[config.mk]
export PLATFORM = sky130hd
export DESIGN_NAME = dram_addr_seq
export DESIGN_NICKNAME = d
export VERILOG_FILES = /design/src/rtl/dram_seq_pkg.sv /design/src/rtl/dram_win_match.sv /design/src/rtl/dram_addr_split.sv /design/src/rtl/dram_seq_ctrl.sv /design/src/rtl/dram_addr_seq.sv
export SDC_FILE = /design/constraint.sdc
export NUM_CORES = 1
export LEC_CHECK = 0
export BUFFER_PORTS_ARGS = -buffer_cell sky130_fd_sc_hd__buf_2
export CORE_ASPECT_RATIO = 1.5
export CORE_MARGIN = 2
export CORE_UTILIZATION = 55
export CTS_BUF_LIST = sky130_fd_sc_hd__clkbuf_8
export DETAILED_ROUTE_END_ITERATION = 7
export GPL_TIMING_DRIVEN = 0
export PLACE_DENSITY = 0.81
export SETUP_SLACK_MARGIN = 0.3
export SLEW_MARGIN = 0
export SYNTH_ARGS = -nofsm -noshare
export SYNTH_HDL_FRONTEND = slang
export SYNTH_SLANG_ARGS = --single-unit
[constraint.sdc]
create_clock -name clk -period 2.35 [get_ports clk]
set_input_delay 0.47 -clock clk [delete_from_list [all_inputs] [get_ports clk]]
set_output_delay 0.47 -clock clk [all_outputs]
set_load 0.05 [all_outputs]
[src/rtl/dram_seq_pkg.sv]
package dram_seq_pkg;
   typedef enum logic [1:0] {
      PH_IDLE = 2'd0,
      PH_ROW  = 2'd1,
      PH_COL  = 2'd2
   } seq_phase_t;

   localparam int MIN_COL_BITS = 8;
   localparam int NUM_SIZES    = 4;
endpackage

[src/rtl/dram_win_match.sv]
module dram_win_match #(
   parameter int          ADDR_W    = 24,
   parameter int          WIN_LOG2  = 21,
   parameter logic [ADDR_W-1:0] DRAM_BASE = 24'h200000
) (
   input  logic [ADDR_W-1:0] addr,
   output logic              hit
);
   localparam int TAG_W = ADDR_W - WIN_LOG2;

   generate
      if (TAG_W < 1) begin : g_bad_win
         $error("dram_win_match: window must be smaller than address space");
      end
   endgenerate

   logic [TAG_W-1:0] tag_ref;
   assign tag_ref = DRAM_BASE[ADDR_W-1:WIN_LOG2];
   assign hit     = (addr[ADDR_W-1:WIN_LOG2] == tag_ref);
endmodule

[src/rtl/dram_addr_split.sv]
module dram_addr_split
   import dram_seq_pkg::*;
#(
   parameter int OFF_W = 20,
   parameter int MA_W  = 12
) (
   input  logic [OFF_W-1:0] hw_off,
   input  logic [1:0]       size_sel,
   output logic [MA_W-1:0]  row,
   output logic [MA_W-1:0]  col,
   output logic [MA_W-1:0]  col_mask
);
   localparam int MAX_COL_BITS = MIN_COL_BITS + NUM_SIZES - 1;

   generate
      if (MA_W < MAX_COL_BITS) begin : g_bad_ma
         $error("dram_addr_split: address bus narrower than widest column");
      end
      if (OFF_W < MA_W) begin : g_bad_off
         $error("dram_addr_split: window offset narrower than address bus");
      end
      if (OFF_W - MIN_COL_BITS > MA_W) begin : g_bad_row
         $error("dram_addr_split: row does not fit the address bus");
      end
   endgenerate

   logic [MA_W-1:0] row_c  [NUM_SIZES];
   logic [MA_W-1:0] col_c  [NUM_SIZES];
   logic [MA_W-1:0] mask_c [NUM_SIZES];

   generate
      for (genvar s = 0; s < NUM_SIZES; s++) begin : g_size
         localparam int CB = MIN_COL_BITS + s;
         logic [OFF_W-1:0] shifted;
         assign shifted   = hw_off >> CB;
         assign row_c[s]  = shifted[MA_W-1:0];
         assign mask_c[s] = {{(MA_W-CB){1'b0}}, {CB{1'b1}}};
         assign col_c[s]  = hw_off[MA_W-1:0] & mask_c[s];
      end
   endgenerate

   assign row      = row_c[size_sel];
   assign col      = col_c[size_sel];
   assign col_mask = mask_c[size_sel];
endmodule

[src/rtl/dram_seq_ctrl.sv]
module dram_seq_ctrl
   import dram_seq_pkg::*;
#(
   parameter int MA_W      = 12,
   parameter int MAX_BEATS = 8
) (
   input  logic            clk,
   input  logic            rst_n,
   input  logic            start,
   input  logic [MA_W-1:0] row_in,
   input  logic [MA_W-1:0] col_in,
   input  logic [MA_W-1:0] mask_in,
   input  logic            col_en,
   input  logic            dram_rdy,
   input  logic            bus_burst,
   output seq_phase_t      phase,
   output logic            dram_req,
   output logic            dram_burst,
   output logic [MA_W-1:0] dram_ma,
   output logic            bus_wait
);
   localparam int BW = (MAX_BEATS > 1) ? $clog2(MAX_BEATS) : 1;
   localparam logic [BW-1:0] LAST_BEAT = BW'(MAX_BEATS - 1);

   generate
      if (MAX_BEATS < 1) begin : g_bad_beats
         $error("dram_seq_ctrl: MAX_BEATS must be at least 1");
      end
   endgenerate

   seq_phase_t      phase_q;
   logic [MA_W-1:0] row_q, col_q, mask_q;
   logic [BW-1:0]   beat_q;
   logic            more;

   assign more = bus_burst && (beat_q != LAST_BEAT);

   always_ff @(posedge clk or negedge rst_n) begin
      if (!rst_n) begin
         phase_q <= PH_IDLE;
         row_q   <= '0;
         col_q   <= '0;
         mask_q  <= '0;
         beat_q  <= '0;
      end else begin
         case (phase_q)
            PH_IDLE: begin
               if (start) begin
                  phase_q <= PH_ROW;
                  row_q   <= row_in;
                  col_q   <= col_in;
                  mask_q  <= mask_in;
                  beat_q  <= '0;
               end
            end
            PH_ROW: begin
               if (col_en) phase_q <= PH_COL;
            end
            PH_COL: begin
               if (dram_rdy) begin
                  if (more) begin
                     col_q  <= (col_q + 1'b1) & mask_q;
                     beat_q <= beat_q + 1'b1;
                  end else begin
                     phase_q <= PH_IDLE;
                  end
               end
            end
            default: phase_q <= PH_IDLE;
         endcase
      end
   end

   logic active;
   assign active     = (phase_q != PH_IDLE);
   assign phase      = phase_q;
   assign dram_req   = active;
   assign bus_wait   = active;
   assign dram_burst = active & bus_burst;

   always_comb begin
      case (phase_q)
         PH_ROW:  dram_ma = row_q;
         PH_COL:  dram_ma = col_q;
         default: dram_ma = '0;
      endcase
   end
endmodule

[src/rtl/dram_addr_seq.sv]
module dram_addr_seq
   import dram_seq_pkg::*;
#(
   parameter int                ADDR_W    = 24,
   parameter int                MA_W      = 12,
   parameter int                WIN_LOG2  = 21,
   parameter logic [ADDR_W-1:0] DRAM_BASE = 24'h200000,
   parameter int                MAX_BEATS = 8
) (
   input  logic              clk,
   input  logic              rst_n,
   input  logic              bus_valid,
   input  logic [ADDR_W-1:0] bus_addr,
   input  logic              bus_burst,
   input  logic [1:0]        size_sel,
   input  logic              col_en,
   input  logic              dram_rdy,
   output logic              dram_req,
   output logic              dram_burst,
   output logic [MA_W-1:0]   dram_ma,
   output logic              bus_wait
);
   localparam int OFF_W = WIN_LOG2 - 1;

   logic            win_hit;
   logic [MA_W-1:0] split_row, split_col, split_mask;
   seq_phase_t      seq_phase;

   dram_win_match #(
      .ADDR_W(ADDR_W), .WIN_LOG2(WIN_LOG2), .DRAM_BASE(DRAM_BASE)
   ) u_win (
      .addr (bus_addr),
      .hit  (win_hit)
   );

   dram_addr_split #(
      .OFF_W(OFF_W), .MA_W(MA_W)
   ) u_split (
      .hw_off   (bus_addr[WIN_LOG2-1:1]),
      .size_sel (size_sel),
      .row      (split_row),
      .col      (split_col),
      .col_mask (split_mask)
   );

   dram_seq_ctrl #(
      .MA_W(MA_W), .MAX_BEATS(MAX_BEATS)
   ) u_ctrl (
      .clk        (clk),
      .rst_n      (rst_n),
      .start      (bus_valid & win_hit),
      .row_in     (split_row),
      .col_in     (split_col),
      .mask_in    (split_mask),
      .col_en     (col_en),
      .dram_rdy   (dram_rdy),
      .bus_burst  (bus_burst),
      .phase      (seq_phase),
      .dram_req   (dram_req),
      .dram_burst (dram_burst),
      .dram_ma    (dram_ma),
      .bus_wait   (bus_wait)
   );
endmodule

==> results of run 1 <==
==> worst min-delay path by stage <==
stage	startpoint	end	slack, ns
after floorplan	rst_n	u_ctrl.beat_q[0]$_DFFE_PN0P_	0.17
after global placement	u_ctrl.beat_q[1]$_DFFE_PN0P_	u_ctrl.beat_q[1]$_DFFE_PN0P_	0.46
after detailed placement	u_ctrl.beat_q[2]$_DFFE_PN0P_	u_ctrl.beat_q[2]$_DFFE_PN0P_	0.47
after CTS	rst_n	u_ctrl.row_q[5]$_DFFE_PN0P_	0.26
after global routing	rst_n	u_ctrl.col_q[1]$_DFFE_PN0P_	0.31
final	rst_n	u_ctrl.col_q[2]$_DFFE_PN0P_	0.24
==> power breakdown <==
part | switching [mW] | leakage, nW | total [mW] | internal (mW)
registers | 0.271 | 0.408 | 1.05 | 0.780
clock network | 0.218 | 0.0510 | 0.452 | 0.234
logic | 1.19 | 0.836 | 2.27 | 1.08
==> sequential cells by signal (all words and copies together) (netlist names) <==
register	cells
u_ctrl.row_q	12
u_ctrl.phase	2
u_ctrl.col_q	11
u_ctrl.beat_q	3
u_ctrl.mask_q	4
==> cell usage in the layout, fill, tap and decap left out, drive strengths merged, types with 2 or more instances in the layout <==
cell type | Yosys | final
nand2b | 4 | 4
or4 | 2 | 2
nor4 | 2 | 2
nor2 | 6 | 6
dfrtp | 32 | 32
mux2 | 9 | 9
nor2b | 16 | 16
nand3 | 10 | 10
clkinv | 0 | 2
a21oi | 7 | 7
nor3 | 2 | 2
inv | 9 | 8
a22o | 2 | 2
and3 | 4 | 4
clkbuf | 12 | 14
mux4 | 3 | 3
a211oi | 2 | 2
mux2i | 5 | 5
o21ai | 17 | 17
a22oi | 13 | 13
nand2 | 27 | 27
ha | 7 | 7
nand4 | 4 | 4
nand4b | 3 | 3
a221o | 3 | 3
buf | 5 | 67
a31oi | 5 | 5
==> synth_stat cells, drive strengths merged, types with 2 or more instances <==
library cell,count,share of area (%)
mux4,3,3.3
nand3,10,2.4
a22oi,13,5.0
dfrtp,32,39
nand4b,3,1.3
nand4,4,1.2
and3,4,1.2
inv,9,1.6
nor2b,16,4.8
a21oi,7,1.7
a22o,2,0.85
a31oi,5,1.5
o21ai,17,4.1
a221o,3,1.5
nor3,2,0.48
nand2,27,4.9
a211oi,2,0.73
buf,5,1.6
clkbuf,12,2.2
ha,7,4.2
nor4,2,0.60
mux2,9,4.9
nand2b,4,1.2
mux2i,5,2.4
nor2,6,1.1
or4,2,0.73
==> stage by stage <==
stage / setup TNS (ns) / instance area, sq um
after floorplan: 0 / 2172
after global placement: -0.1242 / 2446
after detailed placement: -0.4171 / 2446
after CTS: 0 / 2814
after global routing: 0 / 2912
final: 0 / 2912
==> routing by layer <==
layer / GRT usage (%) / vias to the layer above / share of wire (%)
li1: - / 952 / -
met1: 36.49 / 1007 / 38
met2: 53.66 / 98 / 55
met3: 4.699 / 15 / 5.8
met4: 8.750 / 0 / 1.9
met5: 0 / - / 0
==> area by class of cell <==
cell class / instances / area [sq um] / area share [%]
clock buffers: 6 / 82.58 / 2.836
inverters: 9 / 37.54 / 1.289
repair buffers: 58 / 406.6 / 13.97
clock inverters: 2 / 10.01 / 0.3438
well taps: 43 / 53.80 / 1.848
plain buffers: 17 / 153.9 / 5.286
multi-input cells: 166 / 1366 / 46.93
flip-flops and latches: 32 / 800.8 / 27.50
==> logic make-up after synthesis <==
group	count (synthesis)
AND/OR/NAND/NOR	86
multiplexers	17
AO/OA/AOI/OAI	56
flip-flops	32
buffers and inverters	26
adder cells (fa/ha/maj)	7
==> what timing repair did <==
item | CTS | global route
pin swaps | 3 | 12
hold buffers | 0 | 0
cloned | 1 | 0
resized for setup | 53 | 18
buffers inserted | 6 | 7
hold endpoints to repair | 0 | 0
endpoints found under the setup margin | 15 | 31
==> results.sh, run 1 <==
export IMPL_synth_fa_ha_area_share_pct=4.232
export IMPL_dp_cells=311
export IMPL_reg2reg_to="u_ctrl.col_q[9]$_DFFE_PN0P_"
export IMPL_synth_compound_area_share_pct=18.08
export IMPL_cts_root_buf="clkbuf_8"
export IMPL_crit_chain="ha_4 -> clkbuf_16 -> clkbuf_16 -> a22oi_2 -> nor2b_4 -> buf_6"
export IMPL_syn_nets=263
export IMPL_utilization_pct=79.80
export IMPL_r2r_cells=7
export IMPL_start_kind="flip-flop"
export IMPL_wire_per_inst_um=18.58
export IMPL_synth_area_per_cell_sq_um=9.239
export IMPL_synthXorXnorAreaFrac_pct=0
export IMPL_cp_arrival_ns=1.66
export IMPL_num_vias=2072
export IMPL_io_pins=47
export IMPL_cp_startpoint="u_ctrl.phase[1]$_DFFE_PN0P_"
export IMPL_synthFlopType="dfrtp_1"
export IMPL_r2r_start="u_ctrl.beat_q[0]$_DFFE_PN0P_"
export IMPL_avgViaCountPerCell=6.222
export IMPL_finalCriticalPeriod_ns=2.131
export IMPL_setup_violations=0
export IMPL_cpPeakStageDelay_ns=0.43
export IMPL_clock_latency_ns=0.29
export IMPL_cts_sinks=32
export IMPL_synthMuxAreaShare_pct=10.58
export IMPL_grt_usage_pct=30.28
export IMPL_path_clk_slew_ns=0.08
export IMPL_hold_viol=0
export IMPL_drive_above_1_share_pct=43.10
export IMPL_critPathMaxFanout=5
export IMPL_rsz0062_at_grt="true"
export IMPL_crit_type="reg2out"
export IMPL_gp_congestion=0.7948
export IMPL_cp_required_ns=1.88
export IMPL_cap_violations=0
export IMPL_grt_remaining_overflow=0
export IMPL_antenna_found_initial=0
export IMPL_outcome="finished clean"
export IMPL_fin_nets=328
export IMPL_rows=27
export IMPL_relSlewSlack_pct=50.13
export IMPL_cp_endpoint="dram_ma[0]"
export IMPL_r2r_slack_ns=0.24
export IMPL_diodes=0
export IMPL_layout_setup_ws_ns=0.2189
export IMPL_maxSlewViolCount=0
export IMPL_cp_end_kind="output pin"
export IMPL_timing_final_crit_share_pct=90.68
export IMPL_drtPass1Iterations=5
export IMPL_cts_tree="built"
export IMPL_area_growth_pct=40.69
export IMPL_slowest_stage="dfrtp_1"
export IMPL_fill_cells=237
export IMPL_worstMarginPinSlew_ns=0.7481
export IMPL_synth_top_family_by_area="simple AND/OR/NAND/NOR gates"
export IMPL_die_h_um=79.13
export IMPL_fin_cells=333
export IMPL_route_detailed_drc=0
export IMPL_syn_area_sq_um=2069
export IMPL_fin_skew_ns=0.01326
export IMPL_ys_types=42
export IMPL_io_buffers=44
export IMPL_clockBufferDepth=2
export IMPL_grt_pass1_vias=1943
export IMPL_ir_drop_uv=961.1
export IMPL_design_core_area_sq_um=3649
export IMPL_fp_dieArea_sq_um=4279
export IMPL_synthArstFlopShare_pct=100.0
export IMPL_start_util_pct=56.72
export IMPL_p_leak_nw=1.295
export IMPL_antenna_left=0
export IMPL_htreeDepth=2
export IMPL_grt_pass1_wl_mm=9.487
export IMPL_path_common_cell="clkbuf_16"
export IMPL_synth_simple_area_share_pct=22.97
export IMPL_p_per_area_nw_per_um2=1296
export IMPL_synth_yosys_seq_area_share_pct=38.69
export IMPL_syn_inst=224
export IMPL_hp_class="in2async"
export IMPL_whs_ns=0.2443
export IMPL_cp_depth=6
export IMPL_synth_warnings=0
export IMPL_cts_buffers=5
export IMPL_synth_edf_count=0
export IMPL_grt_max_degree=33
export IMPL_hpwl_mm=3.820
export IMPL_crit_family="buffers and inverters"
export IMPL_total_power_mw=3.775
export IMPL_routed_wl_mm=6.186
export IMPL_first_iter_violations=41
export IMPL_die_w_um=54.09
export IMPL_path_buf_inv=3
export IMPL_synth_seq_cells=32
export IMPL_pre_cts_slack_ns=-0.04677
export IMPL_fmax_ghz=0.4692
No activity file was read; power rests on OpenSTA's default activity.
==> inputs of run 2 (changes only) <==
--- a/config.mk
+++ b/config.mk
@@ -10,10 +10,11 @@
 export CORE_MARGIN = 2
 export CORE_UTILIZATION = 55
 export CTS_BUF_LIST = sky130_fd_sc_hd__clkbuf_8
+export CTS_CLUSTER_DIAMETER = 30
 export DETAILED_ROUTE_END_ITERATION = 7
 export GPL_TIMING_DRIVEN = 0
 export PLACE_DENSITY = 0.81
-export SETUP_SLACK_MARGIN = 0.3
+export REMOVE_ABC_BUFFERS = 1
 export SLEW_MARGIN = 0
 export SYNTH_ARGS = -nofsm -noshare
 export SYNTH_HDL_FRONTEND = slang
==> run 2 against run 1 <==
Clock skew decreased by 0.0067 ns. First-iteration DRC count rose by 95%. Die area is the same. Critical path type unchanged. Largest power group unchanged.
==> results.sh, run 2 (synthesis results as in run 1) <==
export IMPL_outcome="finished clean"
export IMPL_routed_wl_mm=4.659
export IMPL_die_w_um=54.09
export IMPL_first_iter_violations=80
export IMPL_grtUsageMet2_pct=41.95
export IMPL_clock_latency_ns=0.28
export IMPL_p_per_area_nw_per_um2=1207
export IMPL_timing_final_crit_share_pct=94.29
export IMPL_layout_setup_ws_ns=0.1342
export IMPL_final_cell_mix="buf_2 (45), dfrtp_1 (32), nand2_1 (27)"
export IMPL_slowest_stage="ha_1"
export IMPL_critPathMaxFanout=11
export IMPL_met3_usage_pct=5.075
export IMPL_hpwl_mm=3.352
export IMPL_cts_tree="built"
export IMPL_hold_viol=0
export IMPL_fill_cells=320
export IMPL_finalCriticalPeriod_ns=2.216
export IMPL_grt_max_degree=35
export IMPL_num_vias=1819
export IMPL_top_usage_layer="met2"
export IMPL_dp_cells=295
export IMPL_fin_nets=299
export IMPL_setup_violations=0
export IMPL_antenna_found_initial=0
export IMPL_rows=27
export IMPL_gp_congestion=0.7940
export IMPL_fmax_ghz=0.4513
export IMPL_worstMarginPinSlew_ns=0.7108
export IMPL_hp_class="in2async"
export IMPL_io_pins=47
export IMPL_grt_use_met1_pct=29.88
export IMPL_multiInputGateArea_sq_um=1172
export IMPL_total_power_mw=2.889
export IMPL_relSlewSlack_pct=52.61
export IMPL_cts_buffers=5
export IMPL_maxSlewViolCount=0
export IMPL_path_clk_slew_ns=0.06
export IMPL_register_area_sq_um=800.8
export IMPL_fp_dieArea_sq_um=4279
export IMPL_grt_remaining_overflow=0
export IMPL_cts_sinks=32
export IMPL_start_kind="flip-flop"
export IMPL_drive_above_1_share_pct=27.31
export IMPL_largest_reg_flops=12
export IMPL_crit_family="adder cells"
export IMPL_crit_type="reg2out"
export IMPL_grt_usage_pct=24.58
export IMPL_clockBufferDepth=2
export IMPL_top_register="u_ctrl.row_q"
export IMPL_whs_ns=0.2370
export IMPL_cp_end_kind="output pin"
export IMPL_cp_required_ns=1.88
export IMPL_wire_per_inst_um=15.38
export IMPL_cts_root_buf="clkbuf_8"
export IMPL_start_util_pct=56.72
export IMPL_path_buf_inv=2
export IMPL_cp_arrival_ns=1.75
export IMPL_fin_cells=303
export IMPL_diodes=0
export IMPL_crit_chain="inv_1 -> ha_1 -> nor2b_1 -> buf_2"
export IMPL_cap_violations=0
export IMPL_grt_pass1_wl_mm=7.748
export IMPL_layout_commonest_cell="buf_2"
export IMPL_fin_skew_ns=0.006541
export IMPL_io_buffers=45
export IMPL_pre_cts_slack_ns=-0.5461
export IMPL_cpPeakStageDelay_ns=0.45
export IMPL_setup_tns_ns=0
export IMPL_die_h_um=79.13
export IMPL_antenna_left=0
export IMPL_avgViaCountPerCell=6.003
export IMPL_drtPass1Iterations=5
export IMPL_grt_pass1_vias=1714
export IMPL_area_growth_pct=15.66
export IMPL_p_leak_nw=1.105
export IMPL_cts_hold_buf=0
export IMPL_ir_drop_uv=647.2
export IMPL_rsz0062_at_grt="false"
export IMPL_route_detailed_drc=0
export IMPL_design_core_area_sq_um=3649
export IMPL_htreeDepth=2
export IMPL_top_regs="u_ctrl.row_q: 12 flops, u_ctrl.col_q: 11 flops, u_ctrl.mask_q: 4 flops"
run 2: final timing paths:
path | start | end | slack, ns | depth (start not counted)
min in group clk | bus_addr[7] | u_ctrl.col_q[6]$_DFFE_PN0P_ | 0.39 | 3
worst min register to register | u_ctrl.row_q[11]$_DFFE_PN0P_ | u_ctrl.row_q[11]$_DFFE_PN0P_ | 0.47 | 2
max in group asynchronous | rst_n | u_ctrl.row_q[4]$_DFFE_PN0P_ | 1.65 | 1
worst max-delay path | u_ctrl.phase[1]$_DFFE_PN0P_ | dram_ma[0] | 0.13 | 4
worst min-delay path | rst_n | u_ctrl.beat_q[2]$_DFFE_PN0P_ | 0.24 | 1
worst max register to register | u_ctrl.beat_q[0]$_DFFE_PN0P_ | u_ctrl.col_q[4]$_DFFE_PN0P_ | 0.25 | 6
run 2: per-stage QoR:
| stage | utilization [%] | instance area [sq um] |
|---|---|---|
| global placement | 62.21 | 2270 |
| CTS | 65.19 | 2379 |
| finish | 65.60 | 2394 |
| detailed placement | 62.21 | 2270 |
| global route | 65.60 | 2394 |
| floorplan | - | 1991 |
run 2: layout make-up:
class | instances | share of cell area (%)
multi-input combinational | 166 | 48.98
sequential | 32 | 33.46
timing repair buffer | 46 | 9.880
clock buffer | 7 | 4.025
tap | 43 | 2.248
inverter | 9 | 1.411
run 2: routing by layer:
metal,share of wire (%),vias to the layer above
met5,0,-
met3,4.2,6
met4,1.4,0
met2,52,47
met1,42,876
li1,-,890
run 2: worst register-to-register path: stages, from the launching register on:
cell and delay [ns]:
dfrtp_1 0.39, ha_1 0.21, ha_1 0.19, nand4b_1 0.21
a22o_2 0.39, or4_1 0.54, nand3_1 0.10
run 2: timing repair:
item / 4_1_cts / 5_1_grt
setup buffers: 0 / 1
pin swaps: 0 / 1
hold endpoints to repair: 0 / 0
gates cloned: 0 / 0
endpoints found under the setup margin: 25 / 16
gates resized for setup: 2 / 2
run 2: power breakdown:
part           internal, mW  leakage (nW)  switching (mW)
sequential            0.781         0.408           0.216
combinational         0.523         0.647           0.918
clock                 0.260        0.0503           0.191
==> inputs of run 3 (changes only) <==
==> constraint.sdc (replaced) <==
create_clock -name clk -period 2.2 [get_ports clk]
set_input_delay 0.44 -clock clk [delete_from_list [all_inputs] [get_ports clk]]
set_output_delay 0.44 -clock clk [all_outputs]
set_load 0.05 [all_outputs]
==> run 3 against run 2 <==
Design area increased by 1.6%. Sequential share of layout area down 0.53 points. Cell count did not move.
==> results.sh, run 3 (synthesis results as in run 1) <==
export IMPL_crit_family="flip-flops"
export IMPL_clock_latency_ns=0.28
export IMPL_total_power_mw=3.193
export IMPL_grt_pass1_vias=1738
export IMPL_largest_reg_flops=12
export IMPL_antenna_found_initial=0
export IMPL_cts_sinks=32
export IMPL_p_leak_nw=1.104
export IMPL_grt_max_degree=33
export IMPL_p_seq_share_pct=33.7
export IMPL_multiInputGateArea_sq_um=1202
export IMPL_placed_area_sq_um=2270
export IMPL_die_h_um=79.13
export IMPL_io_pins=47
export IMPL_finalCriticalPeriod_ns=2.093
export IMPL_cp_end_kind="output pin"
export IMPL_final_cell_mix="buf_2 (40), dfrtp_1 (32), nand2_1 (27)"
export IMPL_cp_arrival_ns=1.65
export IMPL_fill_cells=319
export IMPL_htreeDepth=2
export IMPL_timing_final_crit_share_pct=95.11
export IMPL_path_clk_slew_ns=0.06
export IMPL_grt_usage_pct=25.00
export IMPL_fin_cells=303
export IMPL_hold_viol=0
export IMPL_critPathMaxFanout=18
export IMPL_clockPowerShare_pct=15.2
export IMPL_first_iter_violations=63
export IMPL_diodes=0
export IMPL_outcome="finished clean"
export IMPL_relSlewSlack_pct=52.51
export IMPL_p_per_area_nw_per_um2=1313
export IMPL_clockBufferDepth=2
export IMPL_final_cell_area_sq_um=2432
export IMPL_fmax_ghz=0.4779
export IMPL_p_int_mw=1.739
export IMPL_register_area_sq_um=800.8
export IMPL_worstMarginPinSlew_ns=0.7124
export IMPL_grt_pass1_wl_mm=7.859
export IMPL_top_regs="u_ctrl.row_q: 12 flops, u_ctrl.col_q: 11 flops, u_ctrl.mask_q: 4 flops"
export IMPL_comb_power_share_pct=51.1
export IMPL_hp_class="in2async"
export IMPL_num_vias=1840
export IMPL_start_kind="flip-flop"
export IMPL_wire_per_inst_um=15.95
export IMPL_design_core_area_sq_um=3649
export IMPL_slowest_stage="dfrtp_1"
export IMPL_rows=27
export IMPL_switching_share_pct=45.54
export IMPL_fp_dieArea_sq_um=4279
export IMPL_route_detailed_drc=0
export IMPL_cts_root_buf="clkbuf_8"
export IMPL_routed_wl_mm=4.832
export IMPL_cts_hold_buf=0
export IMPL_p_switching_mw=1.454
export IMPL_fin_skew_ns=0.006878
export IMPL_utilization_pct=66.67
export IMPL_rsz0062_at_grt="false"
export IMPL_gp_congestion=0.7940
export IMPL_cpPeakStageDelay_ns=0.43
export IMPL_crit_chain="inv_2 -> ha_4 -> a22oi_1 -> nor2b_1 -> buf_2"
export IMPL_maxSlewViolCount=0
export IMPL_grt_remaining_overflow=0
export IMPL_ir_drop_uv=775.5
export IMPL_setup_violations=0
export IMPL_cap_violations=0
export IMPL_io_buffers=45
export IMPL_die_w_um=54.09
export IMPL_cts_tree="built"
export IMPL_avgViaCountPerCell=6.073
export IMPL_fin_nets=299
export IMPL_path_buf_inv=2
export IMPL_top_register="u_ctrl.row_q"
export IMPL_drive_above_1_share_pct=28.08
export IMPL_drtPass1Iterations=5
export IMPL_area_growth_pct=17.53
export IMPL_antenna_left=0
export IMPL_dp_cells=295
export IMPL_crit_type="reg2out"
export IMPL_start_util_pct=56.72
export IMPL_layout_commonest_cell="buf_2"
export IMPL_cp_required_ns=1.76
export IMPL_cts_buffers=5
export IMPL_hpwl_mm=3.352
run 3: cell count changes in the layout (fill, tap and decap cells not counted):
cell and delta:
a22o_2 -1, a22o_4 +1, buf_2 -5, buf_4 +1
buf_6 -1, clkbuf_4 +5, ha_1 -1, ha_2 -1
ha_4 +2, inv_1 -1, inv_2 +1
run 3: stage by stage:
| stage | setup slack (ns) | hold WS, ns | setup TNS [ns] |
|---|---|---|---|
| final | 0.1075 | 0.2062 | 0 |
| after global routing | 0.02170 | 0.2806 | 0 |
| after CTS | 0.01138 | 0.2378 | 0 |
| after detailed placement | -0.6961 | 0.4632 | -9.655 |
| after global placement | -0.6596 | 0.4534 | -8.855 |
| after floorplan | -0.2825 | 0.1444 | -4.093 |
run 3: final cells by class:
cell class / count / area share, %
Multi-Input combinational cell: 166 / 49.43
Clock buffer: 7 / 3.961
Inverter: 9 / 1.389
Timing Repair Buffer: 46 / 10.08
Tap cell: 43 / 2.212
Sequential cell: 32 / 32.92
run 3: power groups by stage:
| stage | Clock (mW) | Combinational (mW) | Sequential [mW] |
|---|---|---|---|
| 6_report | 0.485 | 1.63 | 1.08 |
| 5_1_grt | 0.518 | 1.77 | 1.10 |
| 4_1_cts | 0.488 | 1.54 | 1.06 |
| 3_5_place_dp | 0 | 1.49 | 1.06 |
| 3_3_place_gp | 0 | 1.45 | 1.05 |
| 2_1_floorplan | 0 | 1.16 | 0.991 |
run 3: worst paths after layout:
| path | startpoint | to | slack (ns) | cells after the start |
|---|---|---|---|---|
| max reg2reg | u_ctrl.phase[0]$_DFFE_PN0P_ | u_ctrl.col_q[4]$_DFFE_PN0P_ | 0.14 | 6 |
| max in group asynchronous | rst_n | u_ctrl.row_q[3]$_DFFE_PN0P_ | 1.53 | 1 |
| min reg2reg | u_ctrl.row_q[11]$_DFFE_PN0P_ | u_ctrl.row_q[11]$_DFFE_PN0P_ | 0.47 | 2 |
| max | u_ctrl.phase[0]$_DFFE_PN0P_ | dram_ma[4] | 0.11 | 5 |
| min | rst_n | u_ctrl.beat_q[2]$_DFFE_PN0P_ | 0.21 | 1 |
| min in group clk | bus_addr[5] | u_ctrl.col_q[4]$_DFFE_PN0P_ | 0.36 | 3 |
run 3: timing repair:
item / in CTS / in global routing
gates resized for setup: 4 / 10
pin swaps: 1 / 0
buffers inserted: 1 / 0
endpoints found under the hold margin: 0 / 0
endpoints found under the setup margin: 25 / 11
run 3: metal layers:
metal | vias to the layer above | GRT usage (%) | wire length, um
li1 | 892 | - | -
met1 | 899 | 30.49 | 2010
met2 | 43 | 42.80 | 2575
met3 | 6 | 5.075 | 182
met4 | 0 | 8.000 | 63
met5 | - | 0 | 0
